--- config.mk ---
export PLATFORM = sky130hd
export DESIGN_NAME = memsel_decoder
export DESIGN_NICKNAME = d
export VERILOG_FILES = /design/src/rtl/memsel_pkg.sv /design/src/rtl/memsel_page_track.sv /design/src/rtl/memsel_region_dec.sv /design/src/rtl/memsel_out_stage.sv /design/src/rtl/memsel_decoder.sv
export SDC_FILE = /design/constraint.sdc
export NUM_CORES = 1
export LEC_CHECK = 0
export BUFFER_PORTS_ARGS = -buffer_cell sky130_fd_sc_hd__buf_4
export CAP_MARGIN = 20
export CORE_AREA = 2 2 39 41
export DETAILED_ROUTE_END_ITERATION = 7
export DIE_AREA = 0 0 41 43
export SETUP_SLACK_MARGIN = 0.2
export SLEW_MARGIN = 20
export SYNTH_ARGS = -nofsm -noshare
export SYNTH_HDL_FRONTEND = slang
export SYNTH_SLANG_ARGS = --single-unit
--- constraint.sdc ---
create_clock -name clk -period 1.85 [get_ports clk]
set_input_delay 0.185 -clock clk [delete_from_list [all_inputs] [get_ports clk]]
set_output_delay 0.185 -clock clk [all_outputs]
set_load 0.02 [all_outputs]
--- src/rtl/memsel_pkg.sv ---
package memsel_pkg;
  localparam int NUM_SEL = 3;
  localparam int SEL_RAM = 0;
  localparam int SEL_ROM = 1;
  localparam int SEL_IO  = 2;

  // active-high select set, one bit per target device
  typedef logic [NUM_SEL-1:0] sel_vec_t;
endpackage

--- src/rtl/memsel_page_track.sv ---
module memsel_page_track #(
  parameter int ADDR_W = 16,
  parameter int PAGE_W = 4,
  parameter logic [PAGE_W-1:0] RESET_PAGE = 4'h1,
  parameter logic [ADDR_W-PAGE_W-1:0] REG_OFS = 12'h03D
) (
  input  logic              clk,
  input  logic              rst,
  input  logic [ADDR_W-1:0] addr,
  input  logic [PAGE_W-1:0] data_page,
  input  logic              wr_strobe,
  output logic [PAGE_W-1:0] page
);
  localparam int OFS_W = ADDR_W - PAGE_W;

  logic [PAGE_W-1:0] page_q;
  logic              hit;

  // full decode of page and offset: alias writes do not match
  assign hit = wr_strobe &&
               (addr[ADDR_W-1:OFS_W] == page_q) &&
               (addr[OFS_W-1:0] == REG_OFS);

  always_ff @(posedge clk) begin
    if (rst) page_q <= RESET_PAGE;
    else if (hit) page_q <= data_page;
  end

  assign page = page_q;
endmodule

--- src/rtl/memsel_region_dec.sv ---
module memsel_region_dec
  import memsel_pkg::*;
#(
  parameter int ADDR_W = 16,
  parameter int PAGE_W = 4,
  parameter int IO_WIN_W = 8,
  parameter logic [ADDR_W-1:0] ROM_BASE = 16'h8000,
  parameter logic [ADDR_W-1:0] VEC_BASE = 16'hFFC0
) (
  input  logic [ADDR_W-1:0] addr,
  input  logic [PAGE_W-1:0] page,
  output sel_vec_t          sel
);
  localparam int OFS_W = ADDR_W - PAGE_W;
  localparam int WIN_HI_W = OFS_W - IO_WIN_W;

  logic in_vec, in_page, in_win;

  assign in_vec  = (addr >= VEC_BASE);
  assign in_page = (addr[ADDR_W-1:OFS_W] == page);
  assign in_win  = (addr[OFS_W-1:IO_WIN_W] == {WIN_HI_W{1'b0}});

  // priority: vectors, then register page, then memory split
  always_comb begin
    sel = '0;
    if (in_vec) begin
      sel[SEL_ROM] = 1'b1;
    end else if (in_page) begin
      sel[SEL_IO] = in_win;
    end else if (addr < ROM_BASE) begin
      sel[SEL_RAM] = 1'b1;
    end else begin
      sel[SEL_ROM] = 1'b1;
    end
  end
endmodule

--- src/rtl/memsel_out_stage.sv ---
module memsel_out_stage
  import memsel_pkg::*;
(
  input  logic     clk,
  input  logic     rst,
  input  logic     strobe,
  input  sel_vec_t sel,
  output sel_vec_t sel_n
);
  for (genvar i = 0; i < NUM_SEL; i++) begin : g_sel
    logic q_n;
    always_ff @(posedge clk) begin
      if (rst) q_n <= 1'b1;
      else q_n <= ~(strobe & sel[i]);
    end
    assign sel_n[i] = q_n;
  end
endmodule

--- src/rtl/memsel_decoder.sv ---
module memsel_decoder
  import memsel_pkg::*;
#(
  parameter int ADDR_W = 16,
  parameter int DATA_W = 8,
  parameter int PAGE_W = 4,
  parameter int IO_WIN_W = 8,
  parameter logic [PAGE_W-1:0] RESET_PAGE = 4'h1,
  parameter logic [ADDR_W-PAGE_W-1:0] REG_OFS = 12'h03D,
  parameter logic [ADDR_W-1:0] ROM_BASE = 16'h8000,
  parameter logic [ADDR_W-1:0] VEC_BASE = 16'hFFC0
) (
  input  logic              clk,
  input  logic              rst,
  input  logic [ADDR_W-1:0] bus_addr,
  input  logic [DATA_W-1:0] bus_data,
  input  logic              bus_rw,
  input  logic              bus_e,
  output logic              ram_cs_n,
  output logic              rom_cs_n,
  output logic              io_cs_n
);
  logic [PAGE_W-1:0] io_page;
  logic              wr_strobe;
  sel_vec_t          sel_raw;
  sel_vec_t          sel_n;
  logic              unused_data_low;

  assign wr_strobe = bus_e & ~bus_rw;
  assign unused_data_low = ^bus_data[DATA_W-PAGE_W-1:0];

  memsel_page_track #(
    .ADDR_W(ADDR_W), .PAGE_W(PAGE_W),
    .RESET_PAGE(RESET_PAGE), .REG_OFS(REG_OFS)
  ) u_track (
    .clk(clk), .rst(rst), .addr(bus_addr),
    .data_page(bus_data[DATA_W-1 -: PAGE_W]),
    .wr_strobe(wr_strobe), .page(io_page)
  );

  memsel_region_dec #(
    .ADDR_W(ADDR_W), .PAGE_W(PAGE_W), .IO_WIN_W(IO_WIN_W),
    .ROM_BASE(ROM_BASE), .VEC_BASE(VEC_BASE)
  ) u_dec (
    .addr(bus_addr), .page(io_page), .sel(sel_raw)
  );

  memsel_out_stage u_out (
    .clk(clk), .rst(rst), .strobe(bus_e), .sel(sel_raw), .sel_n(sel_n)
  );

  assign ram_cs_n = sel_n[SEL_RAM];
  assign rom_cs_n = sel_n[SEL_ROM];
  assign io_cs_n  = sel_n[SEL_IO];
endmodule

==> impl_metrics.json <==
{
  "p_leak_uw": 0.000260,
  "startpoint": "u_track.page[1]",
  "nets": 96,
  "drt_iter0_markers": 2,
  "area_growth_pct": 62.3,
  "postPlaceCellArea_um2": 576,
  "synth_warnings": 0,
  "peakVddDrop_mv": 0.210,
  "vias": 380,
  "fill_cells": 142,
  "grt_remaining_overflow": 0,
  "cts-buffers-inserted": 3,
  "clk_path_buf_depth": 2,
  "die_area_um2": 1760,
  "critical_path_class": "flip-flop to flip-flop",
  "ys_seq_area_share_pct": 37.7,
  "first_pass_iters": 3,
  "yosysTopAreaCell": "dfxtp_1",
  "crit_path_end_kind": "flip-flop",
  "grt.total_usage_pct": 11.9,
  "routabilityCongestion": 0.654,
  "synth_edf_count": 0,
  "async_flop_share_pct": 0,
  "synthTopCellsByCount": "dfxtp_1 (7), nand2b_1 (5), mux2i_1 (4), xor2_1 (4), nand3_1 (3)",
  "die_w_um": 41,
  "setup_violations": 0,
  "rows": 14,
  "cts_hold_buf": 0,
  "r2r_setup_slack_ns": 0.34,
  "clkLatencyLatePin_ns": 0.25,
  "postRouteAntennaNets": 0,
  "r2r_cells": 4,
  "clock.fmax_mhz": 664,
  "pin_count": 31,
  "final_cells": 83,
  "post_cts_buffers": 0,
  "critPathArrivalTime_ns": 1.69,
  "wl_um": 875,
  "vias_per_cell": 4.58,
  "design_area_um2": 603,
  "yosysMostFrequentCell": "dfxtp_1",
  "synthCells": 38,
  "powerDensity_nw_per_um2": 595,
  "synth_area_um2": 372,
  "synthTopCellsByArea": "dfxtp_1 (38%), mux2i_1 (11%), xor2_1 (9.4%), nand2b_1 (8.4%), nand3_1 (4.0%)",
  "cap_violations": 0,
  "cts_tree": "yes",
  "skew_ns": 0.00110,
  "cts.sinks": 7,
  "diodes": 0,
  "worst_setup_path_start_kind": "flip-flop",
  "report.final.slew_viol_count": 0,
  "dpl.hpwl_um": 705,
  "wl_per_cell_um": 10.5,
  "fin_crit_sh_pct": 81.4,
  "rr_endpoint": "u_track.page[1]",
  "antenna_found_initial": 0,
  "dp_cells": 79,
  "worstPathRequired_ns": 2.04,
  "reg2reg_from": "u_track.page[1]",
  "synth_cell_types": 19,
  "io_buffer_count": 26,
  "die_y_um": 43,
  "syn_nets": 66,
  "synth_area_per_cell_um2": 9.78,
  "grt_max_degree": 10,
  "drive_gt1_share_pct": 46.3,
  "path_clk_slew_ns": 0.05,
  "worstMarginPinSlew_ns": 0.349,
  "status": "finished clean",
  "drc": 0,
  "ys.flop_type": "dfxtp_1",
  "fp.coreArea_um2": 1380,
  "synth-seq-cells": 7,
  "cts_root_buf": "clkbuf_4",
  "rsz0062_at_grt": "no",
  "tns_ns": 0,
  "synth_top_area_share_pct": 37.7,
  "endpoint": "u_track.page[1]",
  "hold_path.class": "input port to flip-flop",
  "start_util_pct": 26.9,
  "cp_max_fo": 4,
  "htree_levels": 1,
  "slew_headroom_pct": 76.5,
  "final_hold_viol_count": 0,
  "grt_pass1_vias": 366,
  "post-route-min-period_ns": 1.51,
  "grt_pass1_wl_um": 1320
}
[per-stage QoR]
| stage | total power, uW | setup slack [ns] | hold slack (ns) | utilization (%) |
|---|---|---|---|---|
| floorplan | 172 | 0.482 | 0.257 | - |
| global placement | 219 | 0.315 | 0.400 | 41.6 |
| detailed placement | 219 | 0.315 | 0.398 | 41.6 |
| CTS | 366 | 0.286 | 0.128 | 43.5 |
| global route | 375 | 0.217 | 0.143 | 43.6 |
| finish | 359 | 0.344 | 0.132 | 43.6 |
[power by group]
part           switching [uW]  total (uW)  internal (uW)  leakage, uW
clock network            60.9         143           82.6    0.0000150
registers               0.410         153            153    0.0000568
logic                    21.1        62.4           41.3     0.000188
total                    82.4         359            276     0.000260
[cell type report]
cell class	count	area, um^2	area share, %
sequential	7	140	23.2
multi-input combinational	30	221	36.7
tap	16	20.0	3.32
timing repair buffer	26	195	32.4
clock buffer	4	26.3	4.36
[worst min path at each step]
stage                       from                  to  slack, ns  depth (start not counted)
CTS                 bus_addr[15]  u_out.g_sel[1].q_n       0.13                          2
global placement    bus_addr[15]  u_out.g_sel[1].q_n       0.40                          2
detailed placement  bus_addr[15]  u_out.g_sel[1].q_n       0.40                          2
global route        bus_addr[15]  u_out.g_sel[1].q_n       0.14                          2
floorplan           bus_addr[15]  u_out.g_sel[1].q_n       0.26                          1
finish              bus_addr[15]  u_out.g_sel[1].q_n       0.13                          2
[registers in the layout, summed over array words and instances, names as in the netlist]
signal           count
u_track.page         4
u_out.g_sel.q_n      3
[worst max-delay path, stage by stage, from the launching register on]
cell and delay (ns):
dfxtp_1 0.31, xor2_1 0.17, nor4_2 0.39, and4_2 0.38, mux2i_1 0.19
[layer usage]
metal,vias to the layer above,part of all wire (%),GRT usage (%)
met3,4,7.4,3.14
met5,-,0,0
met4,0,4.1,12.0
li1,193,-,-
met2,14,51,16.6
met1,169,37,13.2
[logic make-up after synthesis]
logic type / after synthesis / share of synthesized area (%)
xor gates and xnor gates: 4 / 9.43
DFF: 7 / 37.7
buffers and inverters: 1 / 3.03
and+or+nand+nor: 21 / 37.0
muxes: 4 / 10.8
AOI/OAI and AO/OA: 1 / 2.02
[layout by cell type (no fill, tap or decap)]
cell type / Yosys / routed
mux2i_1: 4 / 4
nor4_1: 1 / 1
xor2_1: 4 / 4
clkbuf_4: 0 / 3
nand4_1: 1 / 1
nand4b_1: 1 / 1
clkbuf_1: 0 / 1
or2b_1: 1 / 1
nand2b_1: 5 / 5
or3b_1: 1 / 1
nor4_2: 1 / 1
and4_2: 0 / 1
buf_4: 0 / 26
nand2_1: 1 / 1
and4b_1: 1 / 1
nor3_1: 1 / 1
nor2b_1: 1 / 1
nor2_1: 2 / 2
nand3_1: 3 / 3
o31ai_1: 1 / 1
dfxtp_1: 7 / 7
[repair_timing]
action / 4_1_cts / 5_1_grt
gates resized for setup: 0 / 1
setup endpoints to repair: 0 / 4
endpoints found under the hold margin: 0 / 0
No activity file was read; power rests on OpenSTA's default activity.
